$ cat src/rtl/nrzi_tx_pkg.sv
package nrzi_tx_pkg;
    typedef enum logic [1:0] {
        ST_IDLE  = 2'd0,
        ST_SHIFT = 2'd1,
        ST_HOLD  = 2'd2,
        ST_PARK  = 2'd3
    } tx_state_e;

    localparam logic [1:0] ENC_NRZI = 2'b10;
endpackage

$ cat src/rtl/nrzi_tx_holdreg.sv
module nrzi_tx_holdreg #(
    parameter int W = 8
) (
    input  logic         clk,
    input  logic         rst_n,
    input  logic         wr_accept,
    input  logic [W-1:0] wr_data,
    input  logic         take,
    output logic [W-1:0] data_o,
    output logic         full_o
);
    // A write in the same cycle as a take wins: the new byte stays held.
    always_ff @(posedge clk or negedge rst_n) begin
        if (!rst_n) begin
            data_o <= '0;
            full_o <= 1'b0;
        end else if (wr_accept) begin
            data_o <= wr_data;
            full_o <= 1'b1;
        end else if (take) begin
            full_o <= 1'b0;
        end
    end
endmodule

$ cat src/rtl/nrzi_tx_idlegen.sv
module nrzi_tx_idlegen #(
    parameter int              PAT_W   = 8,
    parameter logic [PAT_W-1:0] PATTERN = 8'h7E
) (
    input  logic clk,
    input  logic rst_n,
    input  logic advance,
    input  logic flag_mode,
    output logic bit_o
);
    localparam int IW = (PAT_W > 1) ? $clog2(PAT_W) : 1;
    localparam logic [IW-1:0] LAST = IW'(PAT_W - 1);

    logic [IW-1:0] idx;

    always_ff @(posedge clk or negedge rst_n) begin
        if (!rst_n) begin
            idx <= '0;
        end else if (advance) begin
            idx <= (idx == LAST) ? '0 : idx + 1'b1;
        end
    end

    assign bit_o = flag_mode ? PATTERN[idx] : 1'b1;
endmodule

$ cat src/rtl/nrzi_tx_shifter.sv
module nrzi_tx_shifter #(
    parameter int W = 8
) (
    input  logic         clk,
    input  logic         rst_n,
    input  logic         load,
    input  logic [W-1:0] load_data,
    input  logic         shift,
    output logic         bit_o,
    output logic         last_o
);
    localparam int CW = (W > 2) ? $clog2(W) : 1;
    localparam logic [CW-1:0] FIRST_LEFT = CW'(W - 1);

    logic [W-1:0]  sreg;
    logic [CW-1:0] left;

    // Bit 0 of a loaded byte goes out at the load; the rest wait here.
    always_ff @(posedge clk or negedge rst_n) begin
        if (!rst_n) begin
            sreg <= '0;
            left <= '0;
        end else if (load) begin
            sreg <= load_data >> 1;
            left <= FIRST_LEFT;
        end else if (shift) begin
            sreg <= sreg >> 1;
            left <= left - 1'b1;
        end
    end

    assign bit_o  = sreg[0];
    assign last_o = (left == '0);
endmodule

$ cat src/rtl/nrzi_tx_encoder.sv
module nrzi_tx_encoder (
    input  logic clk,
    input  logic rst_n,
    input  logic adv,
    input  logic bit_i,
    output logic level_o,
    output logic raw_o
);
    always_ff @(posedge clk or negedge rst_n) begin
        if (!rst_n) begin
            level_o <= 1'b1;
            raw_o   <= 1'b1;
        end else if (adv) begin
            level_o <= level_o ^ ~bit_i;
            raw_o   <= bit_i;
        end
    end
endmodule

$ cat src/rtl/nrzi_tx.sv
module nrzi_tx
    import nrzi_tx_pkg::*;
#(
    parameter int              DATA_W   = 8,
    parameter logic [DATA_W-1:0] IDLE_PAT = 8'h7E
) (
    input  logic              clk,
    input  logic              rst_n,
    input  logic              bit_en,
    input  logic              wr_en,
    input  logic [DATA_W-1:0] wr_data,
    input  logic              force_high,
    input  logic [1:0]        enc_mode,
    input  logic              idle_flag,
    input  logic              frame_end,
    input  logic              close_done,
    output logic              line_out,
    output logic              buf_empty
);
    tx_state_e state, state_nx;

    logic              forced;
    logic              buf_full;
    logic [DATA_W-1:0] buf_data;
    logic              sh_bit, sh_last;
    logic              idle_bit;
    logic              boundary, can_load, load, in_char, shift, idle_adv;
    logic              next_bit;
    logic              enc_level, enc_raw;

    assign forced   = force_high && (enc_mode == ENC_NRZI);
    assign boundary = (state != ST_SHIFT) || sh_last;
    assign can_load = buf_full && !forced &&
                      ((state == ST_IDLE) || (state == ST_SHIFT));
    assign load     = bit_en && boundary && can_load;
    assign in_char  = (state == ST_SHIFT) && !sh_last && !forced;
    assign shift    = bit_en && in_char;
    assign idle_adv = bit_en && !load && !in_char;

    always_comb begin
        if (load)         next_bit = buf_data[0];
        else if (in_char) next_bit = sh_bit;
        else              next_bit = idle_bit;
    end

    nrzi_tx_holdreg #(.W(DATA_W)) u_hold (
        .clk       (clk),
        .rst_n     (rst_n),
        .wr_accept (wr_en && !forced),
        .wr_data   (wr_data),
        .take      (load),
        .data_o    (buf_data),
        .full_o    (buf_full)
    );

    nrzi_tx_shifter #(.W(DATA_W)) u_shift (
        .clk       (clk),
        .rst_n     (rst_n),
        .load      (load),
        .load_data (buf_data),
        .shift     (shift),
        .bit_o     (sh_bit),
        .last_o    (sh_last)
    );

    nrzi_tx_idlegen #(.PAT_W(DATA_W), .PATTERN(IDLE_PAT)) u_idle (
        .clk       (clk),
        .rst_n     (rst_n),
        .advance   (idle_adv),
        .flag_mode (idle_flag),
        .bit_o     (idle_bit)
    );

    nrzi_tx_encoder u_enc (
        .clk     (clk),
        .rst_n   (rst_n),
        .adv     (bit_en),
        .bit_i   (next_bit),
        .level_o (enc_level),
        .raw_o   (enc_raw)
    );

    always_comb begin
        state_nx = state;
        if (forced) begin
            state_nx = ST_PARK;
        end else begin
            unique case (state)
                ST_IDLE: begin
                    if (load)           state_nx = ST_SHIFT;
                    else if (frame_end) state_nx = ST_HOLD;
                end
                ST_SHIFT: begin
                    if (bit_en && sh_last && !load) state_nx = ST_IDLE;
                end
                ST_HOLD: begin
                    if (close_done) state_nx = ST_IDLE;
                end
                ST_PARK: state_nx = ST_IDLE;
                default: state_nx = ST_IDLE;
            endcase
        end
    end

    always_ff @(posedge clk or negedge rst_n) begin
        if (!rst_n) state <= ST_IDLE;
        else        state <= state_nx;
    end

    always_comb begin
        if (forced)                     line_out = 1'b1;
        else if (enc_mode == ENC_NRZI)  line_out = enc_level;
        else                            line_out = enc_raw;
        buf_empty = !buf_full;
    end
endmodule

$ cat config.mk
export PLATFORM = sky130hd
export DESIGN_NAME = nrzi_tx
export DESIGN_NICKNAME = d
export VERILOG_FILES = /design/src/rtl/nrzi_tx_pkg.sv /design/src/rtl/nrzi_tx_holdreg.sv /design/src/rtl/nrzi_tx_idlegen.sv /design/src/rtl/nrzi_tx_shifter.sv /design/src/rtl/nrzi_tx_encoder.sv /design/src/rtl/nrzi_tx.sv
export SDC_FILE = /design/constraint.sdc
export NUM_CORES = 1
export LEC_CHECK = 0
export ABC_AREA = 1
export BUFFER_PORTS_ARGS = -buffer_cell sky130_fd_sc_hd__buf_2
export CORE_MARGIN = 1.5
export CORE_UTILIZATION = 55
export CTS_CLUSTER_DIAMETER = 30
export DETAILED_ROUTE_END_ITERATION = 8
export PLACE_DENSITY = 0.84
export SYNTH_ARGS = -nofsm -noshare
export SYNTH_HDL_FRONTEND = slang
export SYNTH_SLANG_ARGS = --single-unit
export TNS_END_PERCENT = 10
$ cat constraint.sdc
create_clock -name clk -period 2.1 [get_ports clk]
set_clock_uncertainty 0.2 [all_clocks]
set_input_delay 0.105 -clock clk [delete_from_list [all_inputs] [get_ports clk]]
set_output_delay 0.105 -clock clk [all_outputs]
set_load 0.02 [all_outputs]
# [Yosys cells after proc, flatten, opt, wreduce, memory -nomap -nowiden]
# Memory sizes are Yosys's and may differ from the RTL's.
# Index checks and enable logic that the tools add are counted.
[word_totals] regBits=27 mem_bits_ro=8 inputBits=18 out_inout_bits=2 word_cells=67 memories=1
[classes] add_sub_neg=2 magnitude_cmp=1 eq_ne=9 n_mux=19 n_bitwise=2 n_reduce_logical=25
[memory_table] memory="(no name shown)" depth=8 word_bits=1 read_ports=1 rd_clocked_by_memory_dff=0 write_ports=0 line_no="nrzi_tx_idlegen.sv:24" source="assign bit_o = flag_mode ? PATTERN[idx] : 1'b1;"
[ops] operator="$mux 8" count=2
[ops] operator="$logic_and 1x1->1" count=13
[ops] operator="$mux 2" count=5
[ops] operator="$mux 3" count=3
[ops] operator="$mux 1" count=8
[ops] operator="$pmux 2 s4" count=1
[ops] operator="$eq 2x2->1 const B" count=3
[ops] operator="$logic_not 1->1" count=5
[ops] operator="$lt 3x4->1 const B" count=1
[ops] operator="$ne 4x4->1 const B" count=1
[ops] operator="$reduce_bool 2->1" count=2
[ops] operator="$add 3x1->3 const B" count=1
[ops] operator="$eq 3x3->1 const B" count=1
[ops] operator="$logic_not 3->1" count=1
[ops] operator="$ne 3x2->1 const B" count=1
[ops] operator="$ne 3x3->1 const B" count=1
[ops] operator="$reduce_and 3->1" count=1
[ops] operator="$sub 3x1->3 const B" count=1
[ops] operator="$eq 2x1->1 const B" count=1
[ops] operator="$logic_not 2->1" count=1
[ops] operator="$logic_or 1x1->1" count=2
[ops] operator="$ne 2x1->1 const B" count=1
[ops] operator="$not 1->1" count=1
[ops] operator="$xor 1x1->1" count=1

# [Logic depth before layout (Yosys ltp)]
# Gate-level depths: netlist of the first run.
[logic_depth] ltp_word=11 depth_mapped=10 mapped_depth_nobuf=10

# [Hierarchy]
# From an unflattened synthesis of the first run, not the netlist that was laid out.
[unflattened] hier_cells=178 hier_area_um2=1377.6
[modules_own_cells] mod="nrzi_tx_shifter" instances=1 cells_each=60 area_per_inst_um2=484.2 seq_area_each_um2=250.2
[modules_own_cells] mod="nrzi_tx_holdreg" instances=1 cells_each=38 area_per_inst_um2=341.6 seq_area_each_um2=225.2
[modules_own_cells] mod="nrzi_tx" instances=1 cells_each=45 area_per_inst_um2=279.0 seq_area_each_um2=50.0
[modules_own_cells] mod="nrzi_tx_idlegen" instances=1 cells_each=25 area_per_inst_um2=187.7 seq_area_each_um2=75.1
[modules_own_cells] mod="nrzi_tx_encoder" instances=1 cells_each=10 area_per_inst_um2=85.1 seq_area_each_um2=52.6

# [Worst setup path after synthesis of the first run]
# OpenSTA, ideal clock, no wires.
[synth_timing] path_kind="reg2reg" start="register u_shift.left[0]" end="register u_shift.sreg[1]" setup_time_ns=0.126 arrival_ns=1.294 t_required_ns=1.774 slack_ns=0.480 path_stages_with_launch=9 n_path_buf=1 cell_sequence="dfrtp_1 -> inv_1 -> ha_1 -> nand2_1 -> nand2_2 -> nand3_4 -> buf_4 -> nor2_1 -> o22ai_2"
[synth_via] elab_chain_cells=6 word_cells_on_any_way=10
[synth_rtl] element="start, declared" line_no="nrzi_tx_shifter.sv:16" source="logic [CW-1:0] left;"
[synth_rtl] element="start signal, assigned" line_no="nrzi_tx_shifter.sv:28" source="left <= left - 1'b1;"
[synth_rtl] element="$logic_not 3->1 (*)" line_no="nrzi_tx_shifter.sv:33" source="assign last_o = (left == '0);"
[synth_rtl] element="$logic_not 1->1" line_no="nrzi_tx.sv:36" source="assign in_char = (state == ST_SHIFT) && !sh_last && !forced;"
[synth_rtl] element="$logic_and 1x1->1 (2 in a row)" line_no="nrzi_tx.sv:36"
[synth_rtl] element="$logic_and 1x1->1" line_no="nrzi_tx.sv:37" source="assign shift = bit_en && in_char;"
[synth_rtl] element="$reduce_bool 2->1 (no line)"
[synth_rtl] element="end signal, assigned" line_no="nrzi_tx_shifter.sv:24" source="sreg <= load_data >> 1;"
[synth_rtl] element="end signal, assigned" line_no="nrzi_tx_shifter.sv:27" source="sreg <= sreg >> 1;"
[synth_rtl] element="end, declared" line_no="nrzi_tx_shifter.sv:15" source="logic [W-1:0] sreg;"
# Mark *: on every way between the ends. The rest lies on a longest branch, timed or not.
# A chain may end at the register's enable or synchronous reset.

# [Final worst setup path of the first run]
# Ends and elaborated chain as after synthesis.

==> results of run 1 <==
==> per-layer routing <==
metal	vias to the layer above	share of wire	wire length, um	GRT usage
met5	-	0	0	0
met4	0	0.011	29	0.0769
li1	549	-	-	-
met1	509	0.43	1110	0.242
met2	13	0.55	1420	0.416
met3	4	0.018	47	0.0169
==> metrics by stage <==
stage                util  total power, uW  setup slack [ns]
floorplan               -             1500             0.480
global placement    0.615             1600             0.347
detailed placement  0.615             1680             0.230
CTS                 0.684             1950             0.185
global route        0.684             2110            0.0191
finish              0.684             1940             0.186
==> cells by family after synthesis <==
logic type	share of synthesized area
muxes	0.0487
adders and majority gates	0.0541
and+or+nand+nor	0.216
buffers and inverters	0.0821
AOI/OAI and AO/OA	0.129
DFF	0.471
==> sequential cells by signal, indices dropped and copies added, names as in the netlist <==
| signal | cells |
|---|---|
| u_shift.sreg | 7 |
| u_idle.idx | 3 |
| u_shift.left | 3 |
| u_enc.raw_o | 1 |
| u_hold.full_o | 1 |
| u_enc.level_o | 1 |
| u_hold.data_o | 8 |
| state | 2 |
==> worst min path at each step <==
stage                           start  endpoint  depth (start not counted)  slack [ns]
final                     enc_mode[0]  state[1]                          4       0.006
after global placement          rst_n  state[0]                          1       -0.08
after detailed placement        rst_n  state[0]                          1       -0.07
after global routing      enc_mode[1]  state[1]                          3        0.03
after floorplan                 rst_n  state[0]                          0       -0.39
after CTS                 enc_mode[0]  state[1]                          4       0.008
==> worst max-delay path, stage by stage (launching register included) <==
cell	delay, ns
dfrtp_1	0.40
inv_1	0.12
ha_1	0.16
nand2_1	0.14
nand2_2	0.14
nand3_4	0.20
o21ai_4	0.26
nand2_1	0.13
o22ai_2	0.10
==> what timing repair did <==
action,4_1_cts,5_1_grt
hold buffers,13,0
buffers inserted,0,0
hold endpoints to repair,36,0
endpoints found under the setup margin,0,0
==> synthesized netlist by cell type (all sizes together) (2+ instances only) <==
| cell type | n |
|---|---|
| buf | 3 |
| nor2 | 18 |
| nand3 | 8 |
| ha | 6 |
| o22ai | 5 |
| mux2 | 6 |
| nand2 | 33 |
| o21ai | 11 |
| dfrtp | 24 |
| inv | 24 |
| a21oi | 7 |
| dfstp | 2 |
| nand4 | 2 |
==> layout make-up <==
type	instances	area [um2]	area share
inverter	24	90.1	0.0542
timing repair buffer	32	225	0.135
clock buffer	4	36.3	0.0218
tap	30	37.5	0.0226
sequential	26	653	0.393
multi-input combinational	98	621	0.373
==> report_power, final <==
part           internal [uW]  total (uW)  switching (uW)
logic                    343         896             553
registers                691         785            93.9
clock network            106         254             148
==> out/metrics.csv, run 1 <==
metric,value,unit
nFillCells,215,
synthDistinctLibCells,25,
syn_inst,151,
crit_path_end_kind,register,
cts_root_buffer,clkbuf_4,
vdd_drop_max,0.000773,V
clock_latency,0.33,ns
vias,1075,
clk_path_buf_depth,2,
placed_area,0.00150,mm2
die_w,53.2,um
vias_per_cell,5.02,
dp_hpwl,1860,um
grt_setup_unrepaired,false,
timing.hold.ws,0.00631,ns
start_util,0.570,
drc_errors,0,
die_area,0.00283,mm2
gr-total-overflow,0,
synth_edf_count,0,
crit_required,2.16,ns
dr.pass1.iters,3,
endpoint,u_shift.sreg[1],
grt_pass1_wl,4420,um
relSlewSlack,0.622,
n_antenna_cell,0,
period_needed,1.91,ns
cts.htree.levels,1,
rows,18,
cts_tree,yes,
clk_pin_slew,0.14,ns
cts.repair.resized,0,
r2r_start,u_shift.left[0],
instances_no_fill,214,
reg2reg_to,u_shift.sreg[1],
worstRegToRegCells,8,
io_buffers,19,
post_drt_wl_per_cell,12.2,um
yosys.area.top_type,dfrtp_1,
synthFlopType,dfrtp_1,
worstMarginPinSlew,0.567,ns
finalSetupViolations,0,
ys_async_sr_fraction,1.00,
drtAntennaViolNets,0,
synth_area,0.00139,mm2
finalHoldViolCount,0,
syn_to_final_growth,19.8,%
yosys_warnings,0,
routabilityCongestion,0.788,
antenna_found_initial,0,
p_leak,0.000858,uW
fin_crit_sh,0.911,
clkSinkCount,26,
worstPathArrival,1.97,ns
fin_setup_tns,0,ns
wl,2610,um
track_usage,0.216,
place_inst,197,
maxCapViolations,0,
drv_slew,0,
hold_class,in -> reg,
syn-num-nets,175,
power_density,1160,mW/mm2
pin_count,20,
mostFrequentLayoutCells,"nand2_1 (30), dfrtp_1 (24), inv_1 (21), buf_2 (19), nor2_1 (15)",
startpoint,u_shift.left[0],
worst-setup-path-type,reg -> reg,
final_common_cell,nand2_1,
start_kind,register,
fp.dieH,53.2,um
core,0.00243,mm2
outcome,"finished, final reports clean",
grt_start_max_net_pins,27,
nNetsFinal,209,
fmax,523,MHz
synth_area_leaders,"dfrtp_1 (43%), nand2_1 (8.1%), inv_1 (5.7%)",
fin_area,0.00166,mm2
yosysSeqAreaShare,0.471,
r2r_slack,0.19,ns
drt_iter0_drc,14,
cts_buffers,3,
drive_gt1_frac,0.266,
syn_avg_cell_area,9.19,um2
grt_pass1_vias,1094,
critPathMaxFanout,18,
synth_top_area_frac,0.433,
ys_seq_elements,26,
Power figures use the tool's default switching activity.
==> inputs of run 2 (changes only) <==
CORE_UTILIZATION = 50   (was 55)
PLACE_DENSITY = 0.81   (was 0.84)
clock period = 1.7 ns   (was 2.1 ns; I/O delays follow)
==> run 2 against run 1 <==
Via count rose by 3.0%; sequential share of layout area is 2.3 points lower; final area is 6.2% higher; power is 33% higher.
==> out/metrics.csv, run 2 (synthesis results as in run 1) <==
metric,value,unit,change
outcome,"finished, final reports clean",,unchanged
io_buffers,19,,unchanged
grt_start_max_net_pins,27,,unchanged
fp.dieH,55.7,um,was 53.2 um
period_needed,1.64,ns,was 1.91 ns
grt_setup_unrepaired,true,,was false
r2r_slack,0.06,ns,was 0.19 ns
crit_required,1.70,ns,was 2.16 ns
worstPathArrival,1.65,ns,was 1.97 ns
cts_root_buffer,clkbuf_4,,unchanged
fin_crit_sh,0.967,,was 0.911
rows,18,,unchanged
nFillCells,185,,was 215
switchingPower,1020,uW,was 795 uW
gr-total-overflow,0,,unchanged
maxCapViolations,0,,unchanged
dp_hpwl,1980,um,was 1860 um
nNetsFinal,218,,was 209
post_drt_wl_per_cell,12.2,um,about the same
critPathMaxFanout,8,,was 18
cts.htree.levels,1,,unchanged
placed_area,0.00156,mm2,was 0.00150 mm2
routabilityCongestion,0.782,,was 0.788
finalSetupViolations,0,,unchanged
final_common_cell,nand2_1,,unchanged
worst-setup-path-type,reg -> reg,,unchanged
p_seq_frac,0.377,,was 0.405
wl,2730,um,was 2610 um
switching_share,0.398,,was 0.411
grt_pass1_wl,4710,um,was 4420 um
reg2reg_to,u_shift.sreg[1],,unchanged
drtAntennaViolNets,0,,unchanged
drv_slew,0,,unchanged
syn_to_final_growth,27.2,%,was 19.8%
n_antenna_cell,0,,unchanged
finalHoldViolCount,0,,unchanged
grt_pass1_vias,1121,,was 1094
vdd_drop_max,0.00107,V,was 0.000773 V
worstRegToRegCells,8,,unchanged
drc_errors,0,,unchanged
regMostFlops,u_hold.data_o,,unchanged
vias,1107,,was 1075
dp_slack,0.00270,ns,was 0.230 ns
clock_latency,0.31,ns,was 0.33 ns
start_util,0.545,,was 0.570
p_clk_frac,0.117,,was 0.131
relSlewSlack,0.621,,was 0.622
crit_path_end_kind,register,,unchanged
clkSinkCount,26,,unchanged
core,0.00254,mm2,was 0.00243 mm2
dr.pass1.iters,4,,was 3
intPower,1550,uW,was 1140 uW
track_usage,0.190,,was 0.216
die_w,55.7,um,was 53.2 um
antenna_found_initial,0,,unchanged
largest_reg_flops,8,,unchanged
start_kind,register,,unchanged
fin_area,0.00177,mm2,was 0.00166 mm2
hold_start,enc_mode[1],,was enc_mode[0]
setup_ws,0.0555,ns,was 0.186 ns
cts_tree,yes,,unchanged
holdPathEnd,state[0],,was state[1]
worstMarginPinSlew,0.569,ns,was 0.567 ns
drive_gt1_frac,0.321,,was 0.266
hold_class,in -> reg,,unchanged
fmax,608,MHz,was 523 MHz
pin_count,20,,unchanged
holdPathStages,5,,was 4
vias_per_cell,4.96,,was 5.02
clk_path_buf_depth,2,,unchanged
die_area,0.00310,mm2,was 0.00283 mm2
drt_iter0_drc,43,,was 14
clk_pin_slew,0.13,ns,was 0.14 ns
cts_buffers,3,,unchanged
r2r_start,u_shift.left[1],,was u_shift.left[0]
mostFrequentLayoutCells,"nand2_1 (29), dfrtp_1 (24), inv_1 (20), buf_2 (19), dlygate4sd3_1 (14)",,"was nand2_1 (30), dfrtp_1 (24), inv_1 (21), buf_2 (19), nor2_1 (15)"
p_comb_frac,0.506,,was 0.463
reg_top3,"u_hold.data_o x8, u_shift.sreg x7",,unchanged
p_leak,0.000901,uW,was 0.000858 uW
power_density,1450,mW/mm2,was 1160 mW/mm2
## run 2: changes by cell type in the layout (fill, tap and decap cells not counted), sizes merged
cell / change
dlygate4sd3: +1
buf: +8
## run 2: repair_timing
action / 4_1_cts / 5_1_grt
resized for setup: 1 / 6
hold buffers: 14 / 0
cloned: 0 / 0
setup endpoints to repair: 2 / 17
hold endpoints to repair: 37 / 0
pin swaps: 0 / 1
setup buffers: 0 / 1
## run 2: power groups by stage
stage	Combinational, uW	Clock, uW	Sequential (uW)
4_1_cts	1260	316	969
2_1_floorplan	901	0	955
6_report	1300	301	967
5_1_grt	1440	338	996
3_5_place_dp	1220	0	984
3_3_place_gp	1150	0	973
## run 2: worst max path at each step
stage                          from                to  cells after the start
detailed placement  u_shift.left[1]   u_shift.sreg[4]                      8
CTS                 u_shift.left[1]   u_shift.sreg[4]                      8
global route             force_high  u_hold.data_o[6]                      5
floorplan           u_shift.left[0]   u_shift.sreg[1]                      8
finish              u_shift.left[1]   u_shift.sreg[1]                      8
global placement    u_shift.left[0]   u_shift.sreg[0]                      9
## run 2: area by class of cell
class / count / area (um2) / share of cell area
Multi-Input combinational cell: 98 / 641 / 0.363
Tap cell: 30 / 37.5 / 0.0213
Clock buffer: 4 / 36.3 / 0.0206
Sequential cell: 26 / 653 / 0.370
Inverter: 24 / 90.1 / 0.0510
Timing Repair Buffer: 41 / 308 / 0.174
## run 2: layer usage
metal,global-route usage,wire [um]
met4,0.0209,0
met3,0.0302,73
met5,0,0
met2,0.378,1540
met1,0.217,1120
## run 2: through the flow
step | cells | util | setup TNS, ns | hold WS, ns | power (uW)
4_1_cts | 222 | 0.684 | 0 | 0.0649 | 2550
3_3_place_gp | 204 | 0.614 | 0 | -0.0920 | 2120
3_5_place_dp | 204 | 0.614 | 0 | -0.0901 | 2210
6_report | 223 | 0.694 | 0 | 0.0789 | 2570
2_1_floorplan | 151 | - | 0 | -0.411 | 1860
5_1_grt | 223 | 0.694 | -0.246 | 0.141 | 2770
## run 2: critical path: stages, from the launching register on
cell,delay (ns)
dfrtp_1,0.40
inv_1,0.07
ha_1,0.15
nand2_2,0.11
nand2_4,0.09
nand3_4,0.12
buf_4,0.20
nor2_1,0.12
o22ai_2,0.09
==> inputs of run 3 (changes only) <==
CORE_UTILIZATION = 60   (was 50)
PLACE_DENSITY = 0.9   (was 0.81)
clock period = 2.1 ns   (was 1.7 ns; I/O delays follow)
==> run 3 against run 2 <==
Final cell count fell by 4.5%; critical path depth rose by 1; die area fell by 16%; first-iteration DRC count fell by 56%; global-route usage rose by 2.2 points; wire length fell by 4.7%; sequential power fell by 18%; critical path type unchanged; highest routed layer is now met4.
==> out/metrics.csv, run 3 (synthesis results as in run 1) <==
metric,value,unit,change
outcome,"finished, final reports clean",,unchanged
drt_iter0_drc,19,,was 43
crit_buf_inv,2,,unchanged
syn_to_final_growth,19.7,%,was 27.2%
crit_required,2.11,ns,was 1.70 ns
wl,2600,um,was 2730 um
cts_root_buffer,clkbuf_4,,unchanged
rows,17,,was 18
p_clk_frac,0.113,,was 0.117
drtAntennaViolNets,0,,unchanged
p_comb_frac,0.471,,was 0.506
cts_tree,yes,,unchanged
die_w,51.1,um,was 55.7 um
path_cells,inv_1 -> ha_1 -> nand2_1 -> nand2_2 -> nand3_4 -> inv_1 -> nand2_1 -> nand3_1 -> o21ai_1,,was inv_1 -> ha_1 -> nand2_2 -> nand2_4 -> nand3_4 -> buf_4 -> nor2_1 -> o22ai_2
fin_setup_tns,0,ns,unchanged
intPower,1110,uW,was 1550 uW
worst-setup-path-type,reg -> reg,,unchanged
drv_slew,0,,unchanged
timing.hold.ws,0.0923,ns,was 0.0789 ns
nNetsFinal,210,,was 218
fp.dieH,51.1,um,was 55.7 um
die_area,0.00261,mm2,was 0.00310 mm2
r2r_start,u_shift.left[0],,was u_shift.left[1]
drc_errors,0,,unchanged
cpPeakStageDelay,0.39,ns,was 0.40 ns
crit_path_end_kind,register,,unchanged
finalSetupViolations,0,,unchanged
switching_share,0.416,,was 0.398
fin_crit_sh,0.902,,was 0.967
largest_reg_flops,8,,unchanged
cts.repair.resized,0,,was 1
clkSinkCount,26,,unchanged
start_kind,register,,unchanged
n_antenna_cell,0,,unchanged
drive_gt1_frac,0.259,,was 0.321
maxCapViolations,0,,unchanged
track_usage,0.212,,was 0.190
p_leak,0.000854,uW,was 0.000901 uW
worstPathArrival,1.90,ns,was 1.65 ns
vdd_drop_max,0.000831,V,was 0.00107 V
grt_setup_unrepaired,false,,was true
grt_pass1_wl,4110,um,was 4710 um
pin_count,20,,unchanged
clk_path_buf_depth,2,,unchanged
ctsHoldBuffers,14,,unchanged
worstMarginPinSlew,0.581,ns,was 0.569 ns
vias,1089,,was 1107
antenna_found_initial,0,,unchanged
startpoint,u_shift.left[0],,was u_shift.left[1]
final_common_cell,nand2_1,,unchanged
finalHoldViolCount,0,,unchanged
dp_hpwl,1850,um,was 1980 um
cp_top_family,simple AND/OR/NAND/NOR gates,,unchanged
relSlewSlack,0.613,,was 0.621
reg_top3,"u_hold.data_o x8, u_shift.sreg x7",,unchanged
routabilityCongestion,0.726,,was 0.782
clock_latency,0.32,ns,was 0.31 ns
power_density,1150,mW/mm2,was 1450 mW/mm2
critPathMaxFanout,18,,was 8
post_cts_buffers,0,,unchanged
switchingPower,790,uW,was 1020 uW
hold_class,in -> async,,was in -> reg
period_needed,1.89,ns,was 1.64 ns
gr-total-overflow,0,,unchanged
start_util,0.633,,was 0.545
post_drt_wl_per_cell,12.2,um,about the same
fmax,528,MHz,was 608 MHz
cts.htree.levels,1,,unchanged
grt_start_max_net_pins,27,,unchanged
nFillCells,152,,was 185
io_buffers,19,,unchanged
final_util,0.758,,was 0.694
vias_per_cell,5.11,,was 4.96
critPathSlowestCell,dfrtp_1,,unchanged
core,0.00219,mm2,was 0.00254 mm2
mostFrequentLayoutCells,"nand2_1 (30), dfrtp_1 (24), inv_1 (21), buf_2 (19), nor2_1 (15)",,"was nand2_1 (29), dfrtp_1 (24), inv_1 (20), buf_2 (19), dlygate4sd3_1 (14)"
regMostFlops,u_hold.data_o,,unchanged
p_seq_frac,0.416,,was 0.377
clk_pin_slew,0.13,ns,about the same
cts_buffers,3,,unchanged
grt_pass1_vias,1043,,was 1121
dr.pass1.iters,4,,unchanged
[run 3: worst paths after layout]
check                                   endpoint  depth (start not counted)  slack (ns)
max in group asynchronous       u_hold.data_o[5]                          2        1.22
worst max register to register   u_shift.sreg[0]                          9        0.21
worst min register to register     u_enc.level_o                          2        0.27
min in group clk                     u_enc.raw_o                          6        0.09
worst max-delay path             u_shift.sreg[0]                          9        0.21
worst min-delay path                    state[0]                          2        0.09
[run 3: power groups by stage]
stage | clock network (uW) | logic, uW | registers, uW
2_1_floorplan | 0 | 730 | 773
3_3_place_gp | 0 | 806 | 785
3_5_place_dp | 0 | 872 | 800
4_1_cts | 224 | 896 | 788
5_1_grt | 238 | 1000 | 807
6_report | 215 | 896 | 790
[run 3: final cells by class]
class,instances,area (um2),area share
Tap cell,28,35.0,0.0211
Clock buffer,4,26.3,0.0158
Inverter,24,90.1,0.0543
Sequential cell,26,653,0.393
Timing Repair Buffer,33,235,0.142
Multi-Input combinational cell,98,621,0.374
[run 3: through the flow]
| step | std cells | worst slack, ns | total power (uW) | cell area [um2] |
|---|---|---|---|---|
| floorplan | 151 | 0.480 | 1500 | 1390 |
| global placement | 195 | 0.352 | 1590 | 1490 |
| detailed placement | 195 | 0.238 | 1670 | 1490 |
| CTS | 213 | 0.214 | 1910 | 1660 |
| global route | 213 | 0.0580 | 2050 | 1660 |
| finish | 213 | 0.206 | 1900 | 1660 |
[run 3: per-layer routing]
metal	vias up	share of wire	routed length (um)	track usage
li1	554	-	-	-
met4	0	0.0088	23	0.0721
met1	511	0.40	1050	0.232
met2	22	0.56	1450	0.407
met5	-	0	0	0
met3	2	0.031	82	0.0351
